`src/rtl/tmcm_pkg.sv`:
```
package tmcm_pkg;

  localparam int MAX_DIG = 64;

  // Signed-digit recoding: +1 digits go into the positive mask and -1 digits
  // into the negative mask. Runs of ones become one add and one subtract.
  function automatic logic [MAX_DIG-1:0] sd_mask(input int unsigned k,
                                                 input int ndig,
                                                 input bit want_neg);
    logic [MAX_DIG-1:0] m;
    longint r;
    m = '0;
    r = longint'(k);
    for (int i = 0; i < ndig; i++) begin
      if (r[0]) begin
        if (r[1]) begin
          if (want_neg) m[i] = 1'b1;
          r = r + 1;
        end else begin
          if (!want_neg) m[i] = 1'b1;
          r = r - 1;
        end
      end
      r = r >>> 1;
    end
    return m;
  endfunction

  // Number of bits needed to hold an index into a set of n entries.
  function automatic int idx_bits(input int n);
    return (n > 1) ? $clog2(n) : 1;
  endfunction

endpackage

```
`src/rtl/tmcm_digit_tab.sv`:
```
module tmcm_digit_tab #(
  parameter int CONST_W = 8,
  parameter int NUM_K   = 3,
  parameter int NDIG    = CONST_W + 1,
  parameter int SEL_W   = 2,
  parameter logic [NUM_K*CONST_W-1:0] K_SET = {8'd29, 8'd27, 8'd25}
) (
  input  logic [SEL_W-1:0] sel,
  output logic [NDIG-1:0]  add_en,
  output logic [NDIG-1:0]  sub_en,
  output logic             sel_ok
);
  import tmcm_pkg::*;

  logic [NDIG-1:0] pos_tab [NUM_K];
  logic [NDIG-1:0] neg_tab [NUM_K];

  for (genvar j = 0; j < NUM_K; j++) begin : g_const
    localparam int unsigned KV = 32'(K_SET[j*CONST_W +: CONST_W]);
    assign pos_tab[j] = NDIG'(sd_mask(KV, NDIG, 1'b0));
    assign neg_tab[j] = NDIG'(sd_mask(KV, NDIG, 1'b1));
  end

  always_comb begin
    add_en = '0;
    sub_en = '0;
    sel_ok = 1'b0;
    for (int j = 0; j < NUM_K; j++) begin
      if (int'(sel) == j) begin
        add_en = pos_tab[j];
        sub_en = neg_tab[j];
        sel_ok = 1'b1;
      end
    end
  end

endmodule

```
`src/rtl/tmcm_addnet.sv`:
```
module tmcm_addnet #(
  parameter int DATA_W = 16,
  parameter int NDIG   = 9,
  parameter int PROD_W = 25
) (
  input  logic [DATA_W-1:0] x,
  input  logic [NDIG-1:0]   add_en,
  input  logic [NDIG-1:0]   sub_en,
  output logic [PROD_W-1:0] prod
);

  logic [PROD_W-1:0] x_ext;
  logic [PROD_W-1:0] acc [NDIG+1];

  assign x_ext  = PROD_W'(x);
  assign acc[0] = '0;

  // One stage per digit position. Each stage adds, subtracts or passes.
  // The partial sums wrap modulo 2^PROD_W, and the final sum is exact.
  for (genvar i = 0; i < NDIG; i++) begin : g_stage
    logic [PROD_W-1:0] term;
    assign term = x_ext << i;
    always_comb begin
      if (add_en[i])      acc[i+1] = acc[i] + term;
      else if (sub_en[i]) acc[i+1] = acc[i] - term;
      else                acc[i+1] = acc[i];
    end
  end

  assign prod = acc[NDIG];

endmodule

```
`src/rtl/tmcm_outreg.sv`:
```
module tmcm_outreg #(
  parameter int PROD_W = 25,
  parameter int FRAC_W = 8,
  parameter int OUT_W  = 16
) (
  input  logic              clk,
  input  logic              rst,
  input  logic              ld,
  input  logic [PROD_W-1:0] prod,
  output logic              vld_q,
  output logic [OUT_W-1:0]  data_q
);

  logic [OUT_W-1:0] scaled;
  assign scaled = prod[FRAC_W +: OUT_W];

  always_ff @(posedge clk) begin
    if (rst) begin
      vld_q  <= 1'b0;
      data_q <= '0;
    end else begin
      vld_q <= ld;
      if (ld) data_q <= scaled;
    end
  end

endmodule

```
`src/rtl/tmcm_core.sv`:
```
module tmcm_core #(
  parameter int DATA_W  = 16,
  parameter int CONST_W = 8,
  parameter int FRAC_W  = 8,
  parameter int NUM_K   = 3,
  parameter logic [NUM_K*CONST_W-1:0] K_SET = {8'd29, 8'd27, 8'd25},
  localparam int SEL_W  = tmcm_pkg::idx_bits(NUM_K),
  localparam int OUT_W  = DATA_W + CONST_W - FRAC_W
) (
  input  logic              clk,
  input  logic              rst,
  input  logic              in_vld,
  input  logic [SEL_W-1:0]  in_sel,
  input  logic [DATA_W-1:0] in_data,
  output logic              out_vld,
  output logic [OUT_W-1:0]  out_data
);

  localparam int NDIG   = CONST_W + 1;
  localparam int PROD_W = DATA_W + CONST_W + 1;

  logic [NDIG-1:0]   add_en;
  logic [NDIG-1:0]   sub_en;
  logic              sel_ok;
  logic [PROD_W-1:0] prod_full;

  tmcm_digit_tab #(
    .CONST_W(CONST_W), .NUM_K(NUM_K), .NDIG(NDIG),
    .SEL_W(SEL_W), .K_SET(K_SET)
  ) u_tab (
    .sel(in_sel), .add_en(add_en), .sub_en(sub_en), .sel_ok(sel_ok)
  );

  tmcm_addnet #(
    .DATA_W(DATA_W), .NDIG(NDIG), .PROD_W(PROD_W)
  ) u_net (
    .x(in_data), .add_en(add_en), .sub_en(sub_en), .prod(prod_full)
  );

  tmcm_outreg #(
    .PROD_W(PROD_W), .FRAC_W(FRAC_W), .OUT_W(OUT_W)
  ) u_reg (
    .clk(clk), .rst(rst), .ld(in_vld), .prod(prod_full),
    .vld_q(out_vld), .data_q(out_data)
  );

endmodule

```
`config.mk`:
```
export PLATFORM = sky130hd
export DESIGN_NAME = tmcm_core
export DESIGN_NICKNAME = d
export VERILOG_FILES = /design/src/rtl/tmcm_pkg.sv /design/src/rtl/tmcm_digit_tab.sv /design/src/rtl/tmcm_addnet.sv /design/src/rtl/tmcm_outreg.sv /design/src/rtl/tmcm_core.sv
export SDC_FILE = /design/constraint.sdc
export NUM_CORES = 1
export LEC_CHECK = 0
export ABC_CLOCK_PERIOD_IN_PS = 13200
export CORE_UTILIZATION = 55
export CTS_CLUSTER_SIZE = 28
export DETAILED_ROUTE_END_ITERATION = 8
export DONT_BUFFER_PORTS = 1
export HOLD_SLACK_MARGIN = 0.06
export PLACE_DENSITY = 0.73
export RECOVER_POWER = 100
export SYNTH_ARGS = -nofsm -noshare
export SYNTH_HDL_FRONTEND = slang
export SYNTH_HIERARCHICAL = 1
export SYNTH_SLANG_ARGS = --single-unit
```
`constraint.sdc`:
```
create_clock -name clk -period 13.2 [get_ports clk]
set_input_delay 1.32 -clock clk [delete_from_list [all_inputs] [get_ports clk]]
set_output_delay 1.32 -clock clk [all_outputs]
set_load 0.01 [all_outputs]
```
==> run_results.csv, run 1 <==
group,metric,value,unit
run_status,status,"finished, final reports clean",
worst_setup_path,crit_type,"primary input to flip-flop",
finish,nFillCells,2572,
route,drtPass1Iterations,5,
synthesis,yosys_warnings,6,
clock_tree,ctsResizeCount,0,
worst_setup_path,worst-path-max-fanout,20,
sta,maxSlewViolCount,0,
clock_tree,cts_setup_buffers,0,
sta,setup_tns,0,ps
finish,multiInputGateArea,13700,µm²
floorplan,core-area,27000,µm²
global_route,grt_overflow,0,
clock_tree,cts_buffers,3,
floorplan,pin_count,38,
global_route,grt_pass1_vias,15100,
floorplan,rows,60,
global_route,antenna_found_initial,0,
clock_tree,insertion_delay,250,ps
global_route,grt_start_max_net_pins,34,
finish,drive_gt1_frac,0.0321,
sta,slew-limit-headroom,0.292,
floorplan,fp.dieW,168,µm
sta,max_freq,81.5,MHz
clock_tree,ctsHoldBuffers,0,
global_route,grt_pass1_wl,73900,µm
sta,worst_clock_skew,0,ps
finish,n_antenna_cell,0,
clock_tree,cts.path.max_buffers,2,
clock_tree,root_buffer,"clkbuf_16",
clock_tree,cts.sinks,17,
floorplan,die_area,28200,µm²
clock_tree,clk_pin_slew,60,ps
floorplan,initial_core_util,0.562,
sta,final-hold-violation-count,0,
worst_setup_path,required,13390,ps
worst_setup_path,crit_slowest_cell,"a2111oi_0",
clock_tree,cts_max_level,1,
floorplan,chipHeight,168,µm
route,via_per_inst,6.42,
place,post-dp-hpwl,37000,µm
route,drc,0,
finish,ff_latch_area,340,µm²
synthesis,mappedNetlistArea,15100,µm²
worst_setup_path,cp.arrival,12460,ps
sta,tightest_slew,1050,ps
synthesis,avgSynthCellArea,7.08,µm²
sta,setup_viol,0,
worst_setup_path,start_kind,"primary input",
finish,fin_nets,2408,
worst_setup_path,end_kind,"flip-flop",
synthesis,synthCells,2139,
route,vias,15600,
sta,fin_crit_sh,0.929,
clock_tree,cts_tree,"done",
worst_setup_path,slowest_delay,800,ps
sta,fin_crit,12270,ps
route,drtIter0Drc,1138,
route,wirelength,46500,µm
global_route,grt_util_all_layers,0.319,
flow_run,maxCapViolCount,0,
finish,syn_to_final_growth,1.54,%
route,wl_per_cell,19.2,µm
place,portBuffers,0,
place,gp_congestion,0.983,
worst_setup_path,cp_common_cell,"o21ai_0",
route,antenna_left,0,
worst_hold_path,hold_class,"flip-flop to flip-flop",
sta,rsz0062_at_grt,"no",
-- flip-flops by register name (all words and copies together), names as in the netlist --
name / flops
u_reg/data_q: 16
u_reg/vld_q: 1
-- final timing paths --
kind,start,slack [ps],to,cells after the start
setup / recovery,in_sel[0],930,u_reg/data_q[8],47
hold / removal,u_reg/data_q[1],560,u_reg/data_q[1],2
setup reg to reg,u_reg/data_q[8],12530,u_reg/data_q[8],2
hold reg to reg,u_reg/data_q[1],560,u_reg/data_q[1],2
-- layout make-up --
type / count / share of cell area
inverters: 188 / 0.0460
clock inverters: 1 / 0.000325
flip-flops and latches: 17 / 0.0221
clock buffers: 3 / 0.00488
multi-input cells: 1863 / 0.893
repair buffers: 12 / 0.00586
well taps: 341 / 0.0277
-- cells in the final DEF, fill, tap and decap left out, types with 34 or more instances in the layout --
master / instances
nor2_1: 206
inv_1: 184
o21ai_0: 150
nor2b_1: 43
a21oi_1: 221
xor2_1: 34
nand2b_1: 39
ha_1: 286
nand2_1: 127
a21o_1: 36
nor3_1: 49
xnor2_1: 113
a211oi_1: 35
o21bai_1: 53
mux2i_1: 50
-- critical path, delay by kind of cell --
kind / cells / cell delay [ps]
AO/OA/AOI/OAI: 21 / 5470
AND/OR/NAND/NOR: 12 / 2500
adder cells (fa/ha/maj): 6 / 2250
XOR/XNOR: 3 / 430
buffers and inverters: 3 / 330
multiplexers: 2 / 140
-- through the flow --
stage	hold slack [ps]	setup slack, ps	cell area, µm²	utilization	std cells
2_1_floorplan	531	2730	15200	-	2151
5_1_grt	570	188	15400	0.571	2425
6_report	557	935	15400	0.571	2425
4_1_cts	555	1160	15400	0.571	2425
3_3_place_gp	544	1180	15300	0.568	2421
3_5_place_dp	546	916	15300	0.568	2421
-- layer usage --
metal | routed length (µm) | GRT usage | part of all wire
met1 | 19200 | 0.365 | 0.41
met2 | 22300 | 0.590 | 0.48
met3 | 2540 | 0.0244 | 0.055
met4 | 2430 | 0.164 | 0.052
met5 | 0 | 0 | 0
Power of run 1 is not shown: default switching activity piles up to over one toggle a cycle in this logic, so the estimate is an artifact.
==> inputs of run 2 (changes only) <==
CORE_UTILIZATION = 35   (was 55)
PLACE_DENSITY = 0.52   (was 0.73)
==> run 2 against run 1 <==
Net effect: routed wire length grew 3.8%; final area up 2.2%; first-iteration DRC count shrank 32%; die area up 56%; maximum frequency rose by 2.8%; sequential cell count unchanged; sequential share of layout area about the same; critical path type unchanged.
==> run_results.csv, run 2 (synthesis results as in run 1) <==
group,metric,value,unit
run_status,status,"finished, final reports clean",
clock_tree,root_buffer,"clkbuf_16",
route,antenna_left,0,
clock_tree,cts_setup_buffers,0,
floorplan,die_area,44100,µm²
worst_setup_path,rr_worst_depth,2,
floorplan,core-area,42300,µm²
floorplan,pin_count,38,
route,drc,0,
global_route,grt_start_max_net_pins,34,
worst_setup_path,required,13390,ps
place,post-dp-hpwl,39800,µm
worst_setup_path,end_kind,"flip-flop",
finish,reg.largest.list,"u_reg/data_q (16), u_reg/vld_q (1)",
worst_hold_path,hold_class,"flip-flop to flip-flop",
sta,fin_crit,11930,ps
worst_setup_path,ff2ff_setup_slack,12500,ps
sta,tightest_slew,955,ps
route,vias,15000,
sta,slew-limit-headroom,0.347,
route,wl_per_cell,18.1,µm
place,portBuffers,0,
sta,setup_tns,0,ps
finish,largest_reg_flops,16,
route,wirelength,48200,µm
finish,top_register,"u_reg/data_q",
sta,max_freq,83.8,MHz
finish,layout_commonest_cell,"ha_1",
floorplan,initial_core_util,0.358,
worst_setup_path,reg2reg_from,"u_reg/data_q[8]",
route,drtPass1Iterations,5,
finish,n_antenna_cell,0,
sta,rsz0062_at_grt,"no",
worst_setup_path,r2r-end,"u_reg/data_q[8]",
place,gp_congestion,0.902,
worst_setup_path,crit_type,"primary input to flip-flop",
finish,ff_latch_area,340,µm²
worst_hold_path,min_from,"u_reg/data_q[15]",
sta,setup_viol,0,
finish,fin_nets,2413,
clock_tree,cts_max_level,1,
worst_setup_path,cp_common_cell,"ha_1",
worst_setup_path,start_kind,"primary input",
worst_setup_path,crit_slowest_cell,"a2111oi_0",
clock_tree,ctsHoldBuffers,0,
finish,multiInputGateArea,13700,µm²
clock_tree,cts.sinks,17,
worst_setup_path,crit_buf_inv,4,
sta,fin_crit_sh,0.904,
sta,final-hold-violation-count,0,
finish,nFillCells,4517,
worst_setup_path,slowest_delay,840,ps
worst_setup_path,cp.arrival,12130,ps
sta,maxSlewViolCount,0,
global_route,grt_overflow,0,
clock_tree,cts.path.max_buffers,2,
flow_run,maxCapViolCount,0,
worst_hold_path,holdPathStages,2,
finish,drive_gt1_frac,0.0349,
route,drtIter0Drc,779,
floorplan,rows,75,
global_route,grt_pass1_wl,77300,µm
sta,worst_clock_skew,0,ps
floorplan,chipHeight,210,µm
worst_setup_path,path_depth,47,
finish,layout_common_cells,"ha_1, a21oi_1, nor2_1",
worst_setup_path,worst-path-max-fanout,13,
clock_tree,clk_pin_slew,60,ps
clock_tree,ctsResizeCount,0,
floorplan,fp.dieW,210,µm
clock_tree,insertion_delay,250,ps
route,via_per_inst,5.64,
clock_tree,cts_tree,"done",
clock_tree,cts_buffers,3,
finish,syn_to_final_growth,3.73,%
global_route,grt_util_all_layers,0.215,
worst_hold_path,min_to,"u_reg/data_q[15]",
global_route,grt_pass1_vias,14700,
worst_setup_path,crit_family,"compound AO/OA/AOI/OAI gates",
global_route,antenna_found_initial,0,
[run 2: cell types whose count changed in the layout (fill, tap and decap cells not counted), sizes merged]
cell,before,now
buf,12,17
[run 2: worst reg2reg max path: stages (launching register included)]
cell	delay (ps)
dfxtp_1	450
mux2i_1	110
nor2_1	80
[run 2: per-layer routing]
metal,part of all wire,GRT usage
met5,0,0
met4,0.022,0.0463
met3,0.025,0.00834
met2,0.50,0.403
met1,0.45,0.269
[run 2: worst max-delay path by stage]
stage / slack, ps / endpoint / from
detailed placement: 1160 / u_reg/data_q[8] / in_sel[0]
CTS: 1390 / u_reg/data_q[8] / in_sel[0]
global route: 460 / u_reg/data_q[8] / in_sel[0]
finish: 1270 / u_reg/data_q[8] / in_sel[0]
floorplan: 2730 / u_reg/data_q[8] / in_sel[0]
global placement: 1260 / u_reg/data_q[14] / in_sel[0]
[run 2: through the flow]
stage | setup slack (ps) | hold WS, ps | area, µm² | instances | utilization
6_report | 1270 | 554 | 15700 | 2666 | 0.371
5_1_grt | 456 | 579 | 15700 | 2666 | 0.371
4_1_cts | 1390 | 558 | 15700 | 2666 | 0.371
3_5_place_dp | 1160 | 547 | 15600 | 2662 | 0.369
3_3_place_gp | 1260 | 550 | 15600 | 2662 | 0.369
2_1_floorplan | 2730 | 531 | 15200 | 2151 | -
[run 2: area by class of cell]
cell class / count / area share
clock buffer: 3 / 0.00478
clock inverter: 1 / 0.000319
inverter: 188 / 0.0450
multi-input combinational: 1863 / 0.874
sequential: 17 / 0.0217
tap: 577 / 0.0460
timing repair buffer: 17 / 0.00812
Power of run 2 is left out for the same reason.
